### src/rtl/kwd_pkg.sv
package kwd_pkg;
    typedef enum logic [2:0] {
        WD_OFF, WD_FIRST, WD_CLOSED, WD_OPEN, WD_HOLD
    } wd_state_e;

    localparam logic [2:0] A_PRESC = 3'd0;
    localparam logic [2:0] A_WIN   = 3'd1;
    localparam logic [2:0] A_CTRL  = 3'd2;
    localparam logic [2:0] A_KEY   = 3'd3;
    localparam logic [2:0] A_LOCK  = 3'd4;
    localparam logic [2:0] A_HOLD  = 3'd5;

    function automatic logic [7:0] key_step(input logic [7:0] k);
        return {k[6:0], k[7] ^ k[5] ^ k[4] ^ k[3]};
    endfunction
endpackage

### src/rtl/kwd_regs.sv
module kwd_regs
    import kwd_pkg::*;
(
    input  logic       clk,
    input  logic       rst_n,
    input  logic       wr_en,
    input  logic [2:0] wr_addr,
    input  logic [7:0] wr_data,
    output logic       mode_echo,
    output logic [5:0] div,
    output logic [3:0] closed_len,
    output logic [3:0] open_len,
    output logic       enable,
    output logic [2:0] first_len,
    output logic [1:0] hold_code,
    output logic       locked
);
    always_ff @(posedge clk or negedge rst_n) begin
        if (!rst_n) begin
            mode_echo  <= 1'b0;
            div        <= '0;
            closed_len <= '0;
            open_len   <= '0;
            enable     <= 1'b0;
            first_len  <= '0;
            hold_code  <= '0;
            locked     <= 1'b0;
        end else if (wr_en) begin
            if (wr_addr == A_LOCK) begin
                if (wr_data[0]) locked <= 1'b1;
            end else if (!locked) begin
                unique case (wr_addr)
                    A_PRESC: begin
                        mode_echo <= wr_data[6];
                        div       <= wr_data[5:0];
                    end
                    A_WIN: begin
                        closed_len <= wr_data[7:4];
                        open_len   <= wr_data[3:0];
                    end
                    A_CTRL: begin
                        enable    <= wr_data[3];
                        first_len <= wr_data[2:0];
                    end
                    A_HOLD: hold_code <= wr_data[1:0];
                    default: ;
                endcase
            end
        end
    end


    lock_freeze_chk: assert property (@(posedge clk) disable iff (!rst_n)
        locked |=> ($stable({mode_echo, div, closed_len, open_len, enable,
                             first_len, hold_code}) && locked));
endmodule

### src/rtl/kwd_tick.sv
module kwd_tick #(
    parameter int TICK_CYC = 500
) (
    input  logic       clk,
    input  logic       rst_n,
    input  logic       restart,
    input  logic [5:0] div,
    output logic       unit_tick
);
    localparam int TW = (TICK_CYC > 1) ? $clog2(TICK_CYC) : 1;

    logic [TW-1:0] tick_cnt;
    logic [5:0]    div_cnt;
    logic          base;

    assign base      = (tick_cnt == TW'(TICK_CYC - 1));
    assign unit_tick = base && (div_cnt == div);

    always_ff @(posedge clk or negedge rst_n) begin
        if (!rst_n) begin
            tick_cnt <= '0;
            div_cnt  <= '0;
        end else if (restart) begin
            tick_cnt <= '0;
            div_cnt  <= '0;
        end else begin
            tick_cnt <= base ? '0 : tick_cnt + 1'b1;
            if (base) div_cnt <= (div_cnt == div) ? '0 : div_cnt + 1'b1;
        end
    end


    restart_align_chk: assert property (@(posedge clk) disable iff (!rst_n)
        (restart && TICK_CYC > 1) |=> !unit_tick);
endmodule

### src/rtl/kwd_fsm.sv
module kwd_fsm
    import kwd_pkg::*;
#(
    parameter int         MS_CYC   = 50000,
    parameter logic [7:0] KEY_SEED = 8'hA5
) (
    input  logic       clk,
    input  logic       rst_n,
    input  logic       enable,
    input  logic       mode_echo,
    input  logic [3:0] closed_len,
    input  logic [3:0] open_len,
    input  logic [2:0] first_len,
    input  logic [1:0] hold_code,
    input  logic       unit_tick,
    input  logic       key_wr,
    input  logic [7:0] key_data,
    output logic [7:0] key_q,
    output logic       restart,
    output logic       wdog_rst
);
    localparam int HW = $clog2(32 * MS_CYC + 1);

    wd_state_e     state_q, state_d;
    logic [4:0]    win_cnt;
    logic [HW-1:0] hold_cnt;
    logic          key_ok, expire;

    function automatic logic [HW-1:0] hold_cycles(input logic [1:0] c);
        unique case (c)
            2'd0:    return HW'(1);
            2'd1:    return HW'(8 * MS_CYC);
            2'd2:    return HW'(16 * MS_CYC);
            default: return HW'(32 * MS_CYC);
        endcase
    endfunction

    assign key_ok  = mode_echo ? (key_data == key_q) : (key_data == key_step(key_q));
    assign expire  = unit_tick && (win_cnt == 5'd1);
    assign restart = (state_d != state_q);

    always_comb begin
        state_d = state_q;
        unique case (state_q)
            WD_OFF:    if (enable) state_d = WD_FIRST;
            WD_FIRST, WD_OPEN: begin
                if (!enable)     state_d = WD_OFF;
                else if (key_wr) state_d = key_ok ? WD_CLOSED : WD_HOLD;
                else if (expire) state_d = WD_HOLD;
            end
            WD_CLOSED: begin
                if (!enable)     state_d = WD_OFF;
                else if (key_wr) state_d = WD_HOLD;
                else if (expire) state_d = WD_OPEN;
            end
            WD_HOLD:   if (hold_cnt == '0) state_d = enable ? WD_FIRST : WD_OFF;
            default:   state_d = WD_OFF;
        endcase
    end

    always_ff @(posedge clk or negedge rst_n) begin
        if (!rst_n) state_q <= WD_OFF;
        else        state_q <= state_d;
    end

    always_ff @(posedge clk or negedge rst_n) begin
        if (!rst_n) begin
            win_cnt  <= '0;
            hold_cnt <= '0;
            key_q    <= KEY_SEED;
        end else begin
            if (restart) begin
                unique case (state_d)
                    WD_FIRST:  win_cnt <= {2'b00, first_len} + 5'd1;
                    WD_CLOSED: win_cnt <= {1'b0, closed_len} + 5'd1;
                    WD_OPEN:   win_cnt <= {1'b0, open_len} + 5'd1;
                    default:   win_cnt <= '0;
                endcase
            end else if (unit_tick && win_cnt > 5'd1) begin
                win_cnt <= win_cnt - 5'd1;
            end
            if (restart && state_d == WD_HOLD)      hold_cnt <= hold_cycles(hold_code) - 1'b1;
            else if (state_q == WD_HOLD && hold_cnt != '0) hold_cnt <= hold_cnt - 1'b1;
            if ((state_q == WD_FIRST || state_q == WD_OPEN) && enable &&
                key_wr && key_ok && !mode_echo)
                key_q <= key_data;
        end
    end

    always_comb wdog_rst = (state_q == WD_HOLD);


    closed_write_chk: assert property (@(posedge clk) disable iff (!rst_n)
        (state_q == WD_CLOSED && enable && key_wr) |=> wdog_rst);

    bad_key_chk: assert property (@(posedge clk) disable iff (!rst_n)
        ((state_q == WD_FIRST || state_q == WD_OPEN) && enable && key_wr &&
         key_data != key_q && key_data != key_step(key_q)) |=> wdog_rst);

    key_hold_chk: assert property (@(posedge clk) disable iff (!rst_n)
        !key_wr |=> $stable(key_q));

    off_quiet_chk: assert property (@(posedge clk) disable iff (!rst_n)
        (state_q == WD_OFF) |=> !wdog_rst);
endmodule

### src/rtl/kwd_top.sv
module kwd_top
    import kwd_pkg::*;
#(
    parameter int         TICK_CYC = 500,
    parameter int         MS_CYC   = 50000,
    parameter logic [7:0] KEY_SEED = 8'hA5
) (
    input  logic       clk,
    input  logic       rst_n,
    input  logic       wr_en,
    input  logic [2:0] wr_addr,
    input  logic [7:0] wr_data,
    input  logic [2:0] rd_addr,
    output logic [7:0] rd_data,
    output logic       wdog_rst
);
    logic       mode_echo, enable, locked, unit_tick, restart;
    logic [5:0] div;
    logic [3:0] closed_len, open_len;
    logic [2:0] first_len;
    logic [1:0] hold_code;
    logic [7:0] key_q;
    logic       key_wr;

    assign key_wr = wr_en && (wr_addr == A_KEY);

    kwd_regs u_regs (
        .clk(clk), .rst_n(rst_n), .wr_en(wr_en), .wr_addr(wr_addr), .wr_data(wr_data),
        .mode_echo(mode_echo), .div(div), .closed_len(closed_len), .open_len(open_len),
        .enable(enable), .first_len(first_len), .hold_code(hold_code), .locked(locked)
    );

    kwd_tick #(.TICK_CYC(TICK_CYC)) u_tick (
        .clk(clk), .rst_n(rst_n), .restart(restart), .div(div), .unit_tick(unit_tick)
    );

    kwd_fsm #(.MS_CYC(MS_CYC), .KEY_SEED(KEY_SEED)) u_fsm (
        .clk(clk), .rst_n(rst_n), .enable(enable), .mode_echo(mode_echo),
        .closed_len(closed_len), .open_len(open_len), .first_len(first_len),
        .hold_code(hold_code), .unit_tick(unit_tick), .key_wr(key_wr),
        .key_data(wr_data), .key_q(key_q), .restart(restart), .wdog_rst(wdog_rst)
    );

    always_comb begin
        unique case (rd_addr)
            A_PRESC: rd_data = {1'b0, mode_echo, div};
            A_WIN:   rd_data = {closed_len, open_len};
            A_CTRL:  rd_data = {4'b0, enable, first_len};
            A_KEY:   rd_data = key_q;
            A_LOCK:  rd_data = {7'b0, locked};
            A_HOLD:  rd_data = {6'b0, hold_code};
            default: rd_data = 8'h00;
        endcase
    end
endmodule

### config.mk
export PLATFORM = sky130hd
export DESIGN_NAME = kwd_top
export DESIGN_NICKNAME = d
export VERILOG_FILES = /design/src/rtl/kwd_pkg.sv /design/src/rtl/kwd_regs.sv /design/src/rtl/kwd_tick.sv /design/src/rtl/kwd_fsm.sv /design/src/rtl/kwd_top.sv
export SDC_FILE = /design/constraint.sdc
export NUM_CORES = 1
export LEC_CHECK = 0
export ABC_AREA = 1
export BUFFER_PORTS_ARGS = -buffer_cell sky130_fd_sc_hd__clkbuf_2
export CORE_MARGIN = 5
export CORE_UTILIZATION = 58
export CTS_CLUSTER_SIZE = 14
export DETAILED_ROUTE_END_ITERATION = 6
export PLACE_DENSITY = 0.78
export SYNTH_ARGS = -nofsm -noshare
export SYNTH_HDL_FRONTEND = slang
export SYNTH_HIERARCHICAL = 1
export SYNTH_SLANG_ARGS = --single-unit
export TNS_END_PERCENT = 1
### constraint.sdc
create_clock -name clk -period 8.42 [get_ports clk]
set_input_delay 0.421 -clock clk [delete_from_list [all_inputs] [get_ports clk]]
set_output_delay 0.421 -clock clk [all_outputs]
set_load 0.02 [all_outputs]
Yosys cells after proc, flatten, opt, wreduce, memory -nomap -nowiden
Cells that the tools add are included. Widths: inputs -> output; s select.

Magnitude comparators: 1. Reduce and logical (&&, ||, !) cells: 27. Eq/ne operators: 26. $add $sub $neg: 8. Muxes and demuxes: 25. Bitwise operators: 5.

Operators with widths (count): $mux 21 (3); $pmux 21 s3 (1); $pmux 8 s6 (1); $sub 21x1->21 const B (2); $mux 3 (9); $eq 3x2->1 const B (8); $logic_not 21->1 (1); $reduce_bool 21->1 (1); $eq 3x3->1 const B (6); $mux 6 (3); $mux 9 (2); $eq 8x8->1 (2); $reduce_and 4->1 (4); $pmux 5 s3 (1); $eq 3x1->1 const B (4); $pmux 3 s4 (1); $add 4x1->5 const B (2); $logic_and 1x1->1 (10); $mux 5 (2); $add 9x1->9 const B (1); $eq 9x9->1 const B (1); $logic_not 3->1 (3); $add 6x1->6 const B (1); $eq 6x6->1 (1); 16 further kinds (22).

Flip-flop bits (word level): 74. Input bits: 17.

Depth between registers and ports, before layout
Depth in word-level cells: 14. Depth in mapped cells: 25. Mapped depth without buffers: 25.

Modules after synthesis
The synthesis kept the hierarchy.

Modules (own cells, without submodules): kwd_fsm (cells an instance 473, area each 3022.9 sq um, times used 1); kwd_regs (cells an instance 101, area each 992.2 sq um, times used 1); kwd_tick (cells an instance 121, area each 904.6 sq um, times used 1); kwd_top (cells an instance 70, area each 314.1 sq um, times used 1).

Worst setup path after synthesis
OpenSTA, ideal clock, no wires.

Path kind: flip-flop to flip-flop. Start point: reg u_tick.tick_cnt[0]. End point: reg u_fsm.hold_cnt[16]. Path buffers: 0. Data required time: 8.299 ns. Cell stages (with the launch flop): 21. Arrival: 2.724 ns. Path slack: 5.575 ns. Clock period less this slack: 2.845 ns. Cell sequence: dfrtp_1 -> ha_1 -> nand3_1 -> nor2_2 -> nand2_4 -> nor2_1 -> inv_1 -> nor2_1 -> o21ai_0 -> nand3_1 -> nand2_4 -> nand2_1 -> o21ai_2 -> inv_1 -> ha_1 -> nand3_1 -> nor2_1 -> nand3_2 -> nor2_4 -> nand2_1 -> xor2_1.

Longest elaborated chain between the ends: 10. Elaborated cells on any way between the ends: 15. Those cells by class: eq/ne (3); mux (8); reduce/logical (4).

Ends and longest elaborated chain: start: declaration (RTL line kwd_tick.sv:12) `logic [TW-1:0] tick_cnt;`; start signal: assignment (RTL line kwd_tick.sv:27) `tick_cnt <= base ? '0 : tick_cnt + 1'b1;`; $eq 9x9->1 (*) (RTL line kwd_tick.sv:16) `assign base = (tick_cnt == TW'(TICK_CYC - 1));`; $logic_and 1x1->1 (*) (RTL line kwd_tick.sv:17) `assign unit_tick = base && (div_cnt == div);`; via unit_tick (RTL line kwd_top.sv:17) `logic mode_echo, enable, locked, unit_tick, restart;`; $logic_and 1x1->1 (*) (RTL line kwd_fsm.sv:39) `assign expire = unit_tick && (win_cnt == 5'd1);`; $mux 3, on equally long branches (RTL line kwd_fsm.sv:54, kwd_fsm.sv:49); $mux 3, on equally long branches (RTL line kwd_fsm.sv:53, kwd_fsm.sv:48); $mux 3, on equally long branches (RTL line kwd_fsm.sv:52, kwd_fsm.sv:47); $pmux 3 s4 (*) (RTL line kwd_fsm.sv:44) `unique case (state_q)`; $ne 3x3->1 or $eq 3x3->1 (tied branches) (RTL line kwd_fsm.sv:40, kwd_fsm.sv:82); $logic_and 1x1->1 (*) (RTL line kwd_fsm.sv:82) `if (restart && state_d == WD_HOLD) hold_cnt <= hold_cycles(hold_code) - 1'b1;`; $mux 21 or $reduce_bool 2->1 (tied branches); end signal: assignment (RTL line kwd_fsm.sv:82); end signal: assignment (RTL line kwd_fsm.sv:83) `else if (state_q == WD_HOLD && hold_cnt != '0) hold_cnt <= hold_cnt - 1'b1;`; end: declaration (RTL line kwd_fsm.sv:26) `logic [HW-1:0] hold_cnt;`.

The timed path passes the listed nets; every way through them passes the cells marked *. A chain may end at the register's enable or synchronous reset.

Worst setup path in the final report
Start point: reg u_tick.div_cnt[2]. End point: reg u_fsm.hold_cnt[16].

Longest elaborated chain between the ends: 10. Elaborated cells on any way between the ends: 15. Those cells by class: eq/ne (3); mux (8); reduce/logical (4).

Ends and longest elaborated chain: start: declaration (RTL line kwd_tick.sv:13) `logic [5:0] div_cnt;`; start signal: assignment (RTL line kwd_tick.sv:28) `if (base) div_cnt <= (div_cnt == div) ? '0 : div_cnt + 1'b1;`; $eq 6x6->1 (*) (RTL line kwd_tick.sv:17); $logic_and 1x1->1 (*) (RTL line kwd_tick.sv:17); via unit_tick (RTL line kwd_top.sv:17); $logic_and 1x1->1 (*) (RTL line kwd_fsm.sv:39); $mux 3, on equally long branches (RTL line kwd_fsm.sv:54, kwd_fsm.sv:49); $mux 3, on equally long branches (RTL line kwd_fsm.sv:53, kwd_fsm.sv:48); $mux 3, on equally long branches (RTL line kwd_fsm.sv:52, kwd_fsm.sv:47); $pmux 3 s4 (*) (RTL line kwd_fsm.sv:44); $ne 3x3->1 or $eq 3x3->1 (tied branches) (RTL line kwd_fsm.sv:40, kwd_fsm.sv:82); $logic_and 1x1->1 (*) (RTL line kwd_fsm.sv:82); $mux 21 or $reduce_bool 2->1 (tied branches).

Marked as above.

==> results.py <==
metrics = {
    "worst_setup_path": {
        "crit_fanout": 18,
        "rrSetupSlack_ns": 4.66,
        "cp_data_arrival_time_ns": 4.00,
        "cp-start-kind": "flop",
        "cp.required_ns": 8.66,
        "endpoint_kind": "flop",
        "crit_type": "flop to flop",
    },
    "global_route": {
        "grt_pass1_wl_um": 21600,
        "grt_overflow": 0,
        "grt_start_max_net_pins": 75,
        "antenna_found_initial": 0,
        "grtUsageTotal": 0.234,
        "first_global_vias": 4719,
    },
    "worst_hold_path": {
        "hp-class": "primary input to async pin",
    },
    "floorplanning": {
        "rows": 34,
        "die_x_um": 105,
        "ioPinCount": 26,
        "core_area_mm2": 0.00876,
        "start_util": 0.597,
        "die_h_um": 105,
        "die_area_mm2": 0.0110,
    },
    "route": {
        "drc": 0,
        "wl_per_cell_um": 13.7,
        "routed_via_density": 5.54,
        "drtIter0Drc": 391,
        "vias": 4994,
        "ant_nets": 0,
        "wirelength_um": 12400,
        "firstDrtPassIters": 5,
    },
    "placement": {
        "post_dp_cell_area_mm2": 0.00540,
        "place_ws_ns": 4.73,
        "place_congestion": 0.978,
        "port_buffers": 25,
        "place_hpwl_um": 9280,
    },
    "sta": {
        "max_freq_mhz": 266,
        "finalHoldViolations": 0,
        "worst_pin_slew_ns": 0.913,
        "skew_ns": 0.0181,
        "max_slew_margin": 0.391,
        "setup-tns-final_ns": 0,
        "slew_violations": 0,
        "grt_setup_unrepaired": "no",
        "fin_ws_ns": 4.66,
        "period_needed_ns": 3.76,
        "period_share": 0.446,
        "setup_viol": 0,
    },
    "synthesis": {
        "synth-seq-area-share": 0.355,
        "synth_top_area_frac": 0.335,
        "ys_async_sr_fraction": 1.00,
        "ys_ff_latch": 74,
        "yosysWarningCount": 6,
        "syn_inst": 765,
        "syn_area_mm2": 0.00523,
        "synth_cell_types": 40,
        "avgSynthCellArea_um2": 6.84,
        "yosys.area.top_type": "dfrtp_1",
        "ys.flop_type": "dfrtp_1",
        "synth_edf_count": 0,
        "synthTopCellsByArea": "dfrtp_1 33%, nand2_1 18%, nand3_1 8.6%",
        "syn_nets": 793,
    },
    "pwr": {
        "ir_worst_vdd_mv": 0.0691,
        "clkPwrFrac": 0.318,
        "switching_share": 0.316,
        "power.internal_uw": 548,
        "power_density_mw_per_mm2": 144,
        "power_frac_seq": 0.523,
        "p_comb_frac": 0.159,
        "power_uw": 801,
        "p_leak_nw": 2.95,
        "switching_power_uw": 253,
    },
    "clock_tree": {
        "cts_sinks": 74,
        "cts_hold_buf": 0,
        "clk_path_buf_depth": 2,
        "cts_tree": "built",
        "cts_resized": 0,
        "cts_made_buffers": 9,
        "path_clk_slew_ns": 0.08,
        "clkLatencyLatePin_ns": 0.36,
        "h-tree-depth": 3,
        "cts_root_buffer": "clkbuf_8",
        "cts_setup_buffers": 0,
    },
    "run_status": {
        "status": "complete, no violations",
    },
    "cells_and_area": {
        "final_nets": 817,
        "areaGrowthSynthToFinish_pct": 6.65,
        "final_area_mm2": 0.00558,
        "mostFrequentLayoutCell": "nand2_1",
        "layout_common_cells": "246 x nand2_1, 94 x inv_1, 90 x nand3_1",
        "diodes": 0,
        "drive_gt1_frac": 0.142,
    },
    "flow_run": {
        "max-cap-violations": 0,
    },
}
## kinds of logic (layout without fill, tap and decap cells)
family                     after synthesis  after routing  share of synthesized area
and+or+nand+nor                        485            485                      0.428
buffers and inverters                  117            146                     0.0939
DFF                                     74             74                      0.355
AOI/OAI and AO/OA                       66             66                     0.0772
xor gates and xnor gates                12             12                     0.0201
adders and majority gates               11             11                     0.0263
## flip-flops by register name, summed over array words and instances (netlist names), 4 cells and up
register	count
u_fsm/win_cnt	5
u_regs/div	6
u_fsm/hold_cnt	21
u_fsm/key_q	8
u_regs/closed_len	4
u_tick/div_cnt	6
u_tick/tick_cnt	9
u_regs/open_len	4
## worst max-delay path, stage by stage (launching register included)
cell and delay [ns]:
dfrtp_1 0.46, inv_1 0.07, nand2_1 0.06, nand2_1 0.05, nor2_1 0.10, nand3_1 0.22
nor2_1 0.23, inv_1 0.06, nor2_1 0.20, o21ai_0 0.11, nand3_1 0.42, nand2_4 0.25
nand2_1 0.13, o21ai_2 0.09, inv_1 0.07, ha_1 0.19, nand3_1 0.14, nor2_1 0.23
nand3_2 0.15, nor2_4 0.19, nand2_1 0.09, xor2_1 0.15
## path summary, 6_finish.rpt
kind                       cells after the start            endpoint          startpoint
max                                           21  u_fsm/hold_cnt[16]   u_tick/div_cnt[2]
min                                            1  u_tick/tick_cnt[4]               rst_n
max reg2reg                                   21  u_fsm/hold_cnt[16]   u_tick/div_cnt[2]
min reg2reg                                    2  u_fsm/hold_cnt[20]  u_fsm/hold_cnt[20]
max in group asynchronous                      1  u_fsm/hold_cnt[18]               rst_n
min in group clk                               3      u_fsm/key_q[5]          wr_data[5]
## per-stage QoR
step,hold WS (ns),instances,utilization
after detailed placement,0.468,886,0.617
after global placement,0.465,886,0.617
final,0.197,902,0.637
after global routing,0.304,902,0.637
after CTS,0.243,902,0.637
after floorplan,0.125,765,-
## power by group through the flow
| stage | Clock, mW | Combinational, mW | Sequential (mW) |
|---|---|---|---|
| 2_1_floorplan | 0 | 0.0955 | 0.417 |
| 3_3_place_gp | 0 | 0.121 | 0.423 |
| 3_5_place_dp | 0 | 0.128 | 0.425 |
| 4_1_cts | 0.259 | 0.128 | 0.419 |
| 5_1_grt | 0.276 | 0.150 | 0.425 |
| 6_report | 0.255 | 0.127 | 0.420 |
## cell usage after synthesis, types with 2 or more instances
master,instances
a21oi_1,12
a31oi_1,3
buf_2,3
buf_6,5
clkbuf_1,4
dfrtp_1,70
dfstp_2,4
ha_1,11
inv_1,94
inv_2,9
nand2_1,246
nand2_2,12
nand2_4,10
nand3_1,90
nand3_2,3
nand4_1,16
nor2_1,74
nor2_2,5
nor2_4,9
nor3_1,7
nor3b_1,2
nor4_1,4
o21ai_0,27
o21ai_1,4
o21ai_2,16
xnor2_1,4
xor2_1,8
## final cells by class
| type | instances | area (um^2) |
|---|---|---|
| repair buffers | 26 | 135 |
| well taps | 108 | 135 |
| flip-flops and latches | 74 | 1860 |
| multi-input cells | 574 | 2890 |
| clock buffers | 10 | 138 |
| inverters | 104 | 390 |
| fillers | 786 | 3180 |
| clock inverters | 6 | 41.3 |
## metal layers
layer  GRT usage  share of wire
met3      0.0339          0.063
met1       0.320           0.44
met5           0              0
met2       0.380           0.48
met4      0.0767          0.017
No activity file was read; power rests on OpenSTA's default activity.
